File: src/rtl/sram_ctl_pkg.sv
package sram_ctl_pkg;

    typedef enum logic [2:0] {
        ST_PWRUP  = 3'd0,
        ST_IDLE   = 3'd1,
        ST_READ   = 3'd2,
        ST_TURN   = 3'd3,
        ST_WPULSE = 3'd4,
        ST_WHOLD  = 3'd5
    } ctl_state_t;

    // ceiling division for positive operands
    function automatic int cdiv(input int num, input int den);
        return (num + den - 1) / den;
    endfunction

    function automatic int max2(input int a, input int b);
        return (a > b) ? a : b;
    endfunction

endpackage

File: src/rtl/sram_ctl_timer.sv
// Loadable down counter; done is high when the count has reached zero.
module sram_ctl_timer #(
    parameter int CNT_W = 8,
    parameter int INIT  = 0
) (
    input  logic             clk,
    input  logic             rst_n,
    input  logic             load,
    input  logic [CNT_W-1:0] load_val,
    output logic             done
);

    logic [CNT_W-1:0] cnt_q;

    always_ff @(posedge clk or negedge rst_n) begin
        if (!rst_n) begin
            cnt_q <= CNT_W'(INIT);
        end else if (load) begin
            cnt_q <= load_val;
        end else if (cnt_q != '0) begin
            cnt_q <= cnt_q - 1'b1;
        end
    end

    assign done = (cnt_q == '0);

endmodule

File: src/rtl/sram_ctl_lanes.sv
// Per-lane enable generation and read-data lane filtering.
module sram_ctl_lanes #(
    parameter int LANES  = 2,
    parameter int LANE_W = 8,
    localparam int DATA_W = LANES * LANE_W
) (
    input  logic              active,
    input  logic [LANES-1:0]  mask,
    input  logic [DATA_W-1:0] din,
    output logic [LANES-1:0]  lane_n,
    output logic [DATA_W-1:0] din_kept
);

    for (genvar g = 0; g < LANES; g++) begin : g_lane
        assign lane_n[g] = ~(active & mask[g]);
        assign din_kept[g*LANE_W +: LANE_W] =
            mask[g] ? din[g*LANE_W +: LANE_W] : '0;
    end

endmodule

File: src/rtl/sram_ctl.sv
module sram_ctl
    import sram_ctl_pkg::*;
#(
    parameter int ADDR_W     = 17,
    parameter int LANES      = 2,
    parameter int LANE_W     = 8,
    parameter int T_CLK_PS   = 8000,
    parameter int T_RC_PS    = 10000,
    parameter int T_AA_PS    = 10000,
    parameter int T_DOE_PS   = 5000,
    parameter int T_WC_PS    = 10000,
    parameter int T_PWE_PS   = 7000,
    parameter int T_SCE_PS   = 7000,
    parameter int T_AW_PS    = 7000,
    parameter int T_BW_PS    = 7000,
    parameter int T_SD_PS    = 5000,
    parameter int T_HZ_PS    = 5000,
    parameter int T_PWRUP_PS = 100_000_000,
    localparam int DATA_W    = LANES * LANE_W
) (
    input  logic              clk,
    input  logic              rst_n,
    input  logic              usr_req,
    input  logic              usr_we,
    input  logic [ADDR_W-1:0] usr_addr,
    input  logic [DATA_W-1:0] usr_wdata,
    input  logic [LANES-1:0]  usr_mask,
    output logic              usr_ready,
    output logic [DATA_W-1:0] usr_rdata,
    output logic              usr_rvalid,
    output logic [ADDR_W-1:0] mem_addr,
    output logic              mem_cs_n,
    output logic              mem_oe_n,
    output logic              mem_we_n,
    output logic [LANES-1:0]  mem_lane_n,
    output logic [DATA_W-1:0] mem_dout,
    output logic              mem_dout_en,
    input  logic [DATA_W-1:0] mem_din
);

    // phase lengths in clock cycles, each at least one
    localparam int RD_CYC = max2(1, max2(cdiv(T_RC_PS, T_CLK_PS),
                                 max2(cdiv(T_AA_PS, T_CLK_PS), cdiv(T_DOE_PS, T_CLK_PS))));
    localparam int TURN_CYC = max2(1, cdiv(T_HZ_PS, T_CLK_PS));
    localparam int WP_CYC = max2(1, max2(max2(cdiv(T_PWE_PS, T_CLK_PS), cdiv(T_SCE_PS, T_CLK_PS)),
                                 max2(max2(cdiv(T_AW_PS, T_CLK_PS), cdiv(T_BW_PS, T_CLK_PS)),
                                      cdiv(T_SD_PS, T_CLK_PS))));
    localparam int WH_CYC   = max2(1, cdiv(T_WC_PS, T_CLK_PS) - WP_CYC);
    localparam int PWR_CYC  = max2(1, cdiv(T_PWRUP_PS, T_CLK_PS));
    localparam int CNT_MAX  = max2(max2(PWR_CYC, RD_CYC), max2(max2(TURN_CYC, WP_CYC), WH_CYC));
    localparam int CNT_W    = $clog2(CNT_MAX + 1);

    ctl_state_t        state_q, state_nx;
    logic              tmr_load, tmr_done;
    logic [CNT_W-1:0]  tmr_val;
    logic              accept;

    logic [ADDR_W-1:0] addr_q;
    logic [DATA_W-1:0] wdata_q;
    logic [LANES-1:0]  mask_q;

    logic              lane_act;
    logic [DATA_W-1:0] din_kept;

    assign accept = (state_q == ST_IDLE) && usr_req;

    // next-state decision
    always_comb begin
        state_nx = state_q;
        unique case (state_q)
            ST_PWRUP:  if (tmr_done) state_nx = ST_IDLE;
            ST_IDLE:   if (usr_req)  state_nx = usr_we ? ST_WPULSE : ST_READ;
            ST_READ:   if (tmr_done) state_nx = ST_TURN;
            ST_TURN:   if (tmr_done) state_nx = ST_IDLE;
            ST_WPULSE: if (tmr_done) state_nx = ST_WHOLD;
            ST_WHOLD:  if (tmr_done) state_nx = ST_IDLE;
            default:   state_nx = ST_IDLE;
        endcase
    end

    // phase length loaded on every state change
    always_comb begin
        tmr_load = (state_nx != state_q);
        tmr_val  = '0;
        unique case (state_nx)
            ST_READ:   tmr_val = CNT_W'(RD_CYC - 1);
            ST_TURN:   tmr_val = CNT_W'(TURN_CYC - 1);
            ST_WPULSE: tmr_val = CNT_W'(WP_CYC - 1);
            ST_WHOLD:  tmr_val = CNT_W'(WH_CYC - 1);
            default:   tmr_val = '0;
        endcase
    end

    sram_ctl_timer #(
        .CNT_W (CNT_W),
        .INIT  (PWR_CYC - 1)
    ) u_timer (
        .clk      (clk),
        .rst_n    (rst_n),
        .load     (tmr_load),
        .load_val (tmr_val),
        .done     (tmr_done)
    );

    // state register
    always_ff @(posedge clk or negedge rst_n) begin
        if (!rst_n) state_q <= ST_PWRUP;
        else        state_q <= state_nx;
    end

    // request capture
    always_ff @(posedge clk or negedge rst_n) begin
        if (!rst_n) begin
            addr_q  <= '0;
            wdata_q <= '0;
            mask_q  <= '0;
        end else if (accept) begin
            addr_q  <= usr_addr;
            wdata_q <= usr_wdata;
            mask_q  <= usr_mask;
        end
    end

    // read capture on the last read cycle
    always_ff @(posedge clk or negedge rst_n) begin
        if (!rst_n) begin
            usr_rdata  <= '0;
            usr_rvalid <= 1'b0;
        end else begin
            usr_rvalid <= (state_q == ST_READ) && tmr_done;
            if ((state_q == ST_READ) && tmr_done) usr_rdata <= din_kept;
        end
    end

    sram_ctl_lanes #(
        .LANES  (LANES),
        .LANE_W (LANE_W)
    ) u_lanes (
        .active   (lane_act),
        .mask     (mask_q),
        .din      (mem_din),
        .lane_n   (mem_lane_n),
        .din_kept (din_kept)
    );

    // strobes decoded from the state register
    always_comb begin
        mem_cs_n    = 1'b1;
        mem_oe_n    = 1'b1;
        mem_we_n    = 1'b1;
        mem_dout_en = 1'b0;
        lane_act    = 1'b0;
        usr_ready   = 1'b0;
        unique case (state_q)
            ST_IDLE: usr_ready = 1'b1;
            ST_READ: begin
                mem_cs_n = 1'b0;
                mem_oe_n = 1'b0;
                lane_act = 1'b1;
            end
            ST_WPULSE: begin
                mem_cs_n    = 1'b0;
                mem_we_n    = 1'b0;
                mem_dout_en = 1'b1;
                lane_act    = 1'b1;
            end
            ST_WHOLD: begin
                mem_cs_n    = 1'b0;
                mem_dout_en = 1'b1;
                lane_act    = 1'b1;
            end
            default: ;
        endcase
    end

    assign mem_addr = addr_q;
    assign mem_dout = wdata_q;

endmodule

File: config.mk
export PLATFORM = sky130hd
export DESIGN_NAME = sram_ctl
export DESIGN_NICKNAME = d
export VERILOG_FILES = /design/src/rtl/sram_ctl_pkg.sv /design/src/rtl/sram_ctl_timer.sv /design/src/rtl/sram_ctl_lanes.sv /design/src/rtl/sram_ctl.sv
export SDC_FILE = /design/constraint.sdc
export NUM_CORES = 1
export LEC_CHECK = 0
export BUFFER_PORTS_ARGS = -buffer_cell sky130_fd_sc_hd__buf_2
export CAP_MARGIN = 20
export CORE_MARGIN = 10
export CORE_UTILIZATION = 49
export CTS_CLUSTER_DIAMETER = 80
export DETAILED_ROUTE_END_ITERATION = 6
export PLACE_DENSITY = 0.79
export REMOVE_ABC_BUFFERS = 1
export SLEW_MARGIN = 20
export SYNTH_ARGS = -nofsm -noshare
export SYNTH_HDL_FRONTEND = slang
export SYNTH_SLANG_ARGS = --single-unit
File: constraint.sdc
create_clock -name clk -period 2.66 [get_ports clk]
set_clock_uncertainty 0.1 [all_clocks]
set_input_delay 0.532 -clock clk [delete_from_list [all_inputs] [get_ports clk]]
set_output_delay 0.532 -clock clk [all_outputs]
set_load 0.005 [all_outputs]
==> metrics.csv <==
metric,value,unit
status,"complete, no violations",
vdd_drop_max,742,uV
critical_path_arrival,1.76,ns
p_per_area,1210,nW/um2
yosys.area_share.adder,0.412,%
grt_pass1_vias,2466,
yosysSeqAreaShare,57.1,%
ios,112,
fp.dieH,98.7,um
synth.avg_cell_area,11.7,um2
synthCells,260,
area_growth,28.2,%
synth_top_area_share,51.1,%
cp-start-kind,flip-flop,
ctsHoldBuffers,0,
synth_edf_count,0,
drtIter0Drc,168,
synth_area_leaders,"dfrtp_1 51%, mux2_1 13%, dfstp_2 6.1%, o21ai_1 5.8%, nand2_1 3.1%",
synth_warnings,0,
drc,0,
antenna_found_initial,0,
ys_ff_latch,69,
maxSlewHeadroom,64.3,%
vias,2454,
rsz0062_at_grt,no,
h-tree-depth,3,
post-cts-setup-buffer-count,0,
cp_max_fo,18,
viasPerCell,5.39,
placementRows,28,
syn-cell-area,3040,um2
max-clock-path-buffers,2,
max_freq,417,MHz
die_x,98.7,um
first_pass_iters,4,
power,4.72,mW
fin_crit_sh,90.1,%
cap_violations,0,
maxSlewViolCount,0,
cts_buffers,9,
r2r_slack,0.56,ns
place.gp.congestion,0.804,
root_buffer,clkbuf_8,
synth_compound_area_share,12.1,%
grt_max_degree,37,
hp-class,input port to async pin,
leakage,1.75,nW
crit_required,2.03,ns
dp_hpwl,5710,um
routed_wl,7670,um
synthXorXnorAreaFrac,0.288,%
setup.worst_path.end_class,output port,
grt_usage,15.4,%
timing_hold_violations_final,0,
diodes,0,
setup_viol,0,
cts_tree,done,
yosysTopAreaCell,dfrtp_1,
coreArea,5960,um2
synthSimpleGateAreaFrac,13.5,%
nets,431,
clock_latency,0.33,ns
wl_per_cell,16.9,um
start_util,51.0,%
grt-ovfl-total,0,
cts_sinks,69,
period_needed,2.40,ns
cts_resized,0,
synth_top_family_by_area,simple AND/OR/NAND/NOR gates,
setup_tns,0,ns
worstMarginPinSlew,0.531,ns
path_clk_slew,0.09,ns
ys_types,44,
synthMuxAreaShare,13.0,%
synth-main-ff-cell,dfrtp_1,
grt_pass1_wl,12400,um
io_buffers,111,
worstSetupPathType,flip-flop to output port,
layout-drive-gt1-share,39.7,%
die_area,9750,um2
postRouteAntennaNets,0,
ys_async_sr_fraction,100,%
[final cells by class]
cell class	instances	area [um2]
Fill cell	472	2060
Sequential cell	69	1740
Multi-Input combinational cell	169	1190
Timing Repair Buffer	119	616
Clock buffer	10	138
Clock inverter	6	93.8
Tap cell	75	93.8
Inverter	7	26.3
[cells in the final DEF, fill, tap and decap left out, types with 6 or more instances in the layout]
cell / instances
inv_1: 6
dfrtp_1: 62
buf_4: 8
nand2_1: 25
dfstp_2: 7
clkbuf_8: 10
a21oi_1: 16
mux2_1: 35
buf_2: 111
o21ai_1: 35
[worst max-delay path, stage by stage (launching register included)]
cell	delay (ns)
dfrtp_1	0.48
nor2_1	0.30
nand2_1	0.10
buf_4	0.21
nand2b_1	0.14
nand2_1	0.06
buf_2	0.13
[cells by family after synthesis]
group	count (synthesis)
AO/OA/AOI/OAI	67
adder cells (fa/ha/maj)	1
AND/OR/NAND/NOR	65
flip-flops	69
buffers and inverters	22
multiplexers	35
XOR/XNOR	1
[synthesized netlist by cell type, types with 2 or more instances]
library cell	number
nor4_1	2
or4b_1	4
nand2_1	25
nand2b_1	2
buf_4	4
inv_1	6
mux2_1	35
nand3b_1	3
or4_4	2
dfstp_2	7
nor2_1	4
buf_2	4
o21ai_1	35
or3_1	5
dfrtp_1	62
clkbuf_1	4
o31ai_1	5
o21ai_0	4
o22ai_1	2
or4_1	2
a21oi_1	16
buf_1	2
nor2b_1	2
o41ai_1	2
nor3_1	2
[final timing paths]
kind | to | from | cells after the start
setup / recovery | mem_lane_n[1] | state_q[2]$_DFF_PN0_ | 6
hold / removal | mem_addr[2]$_DFFE_PN0P_ | rst_n | 1
setup reg to reg | mem_dout[7]$_DFFE_PN0P_ | state_q[1]$_DFF_PN0_ | 4
hold reg to reg | mem_dout[11]$_DFFE_PN0P_ | mem_dout[11]$_DFFE_PN0P_ | 1
max in group asynchronous | usr_rdata[13]$_DFFE_PN0P_ | rst_n | 2
min in group clk | mem_addr[1]$_DFFE_PN0P_ | usr_addr[1] | 2
[routing by layer]
metal | routed length [um] | GRT usage (%) | share of wire (%)
met5 | 0 | 0 | 0
met4 | 83 | 4.63 | 1.1
met3 | 517 | 5.80 | 6.7
met2 | 3970 | 26.0 | 52
met1 | 3100 | 17.6 | 40
[metrics by stage]
step | instances | hold slack, ns | util, % | worst slack [ns] | instance area (um2)
CTS | 455 | 0.0328 | 65.4 | 0.245 | 3890
floorplan | 245 | 0.136 | - | 0.0971 | 2950
global placement | 439 | 0.362 | 61.5 | 0.651 | 3660
detailed placement | 439 | 0.369 | 61.5 | 0.555 | 3660
global route | 455 | 0.0432 | 65.4 | 0.156 | 3890
finish | 455 | 0.0179 | 65.4 | 0.264 | 3890
[flip-flops by register name, indices dropped and copies added, names as in the netlist]
name	flops
usr_rvalid	1
u_timer.cnt_q	14
mem_dout	16
mem_addr	17
mask_q	2
usr_rdata	16
state_q	3
[power by group]
| group | switching (mW) | leakage (nW) | internal [mW] |
|---|---|---|---|
| logic | 0.935 | 0.847 | 0.889 |
| registers | 0.371 | 0.789 | 1.55 |
| clock network | 0.417 | 0.113 | 0.560 |
No activity file was read; power rests on OpenSTA's default activity.
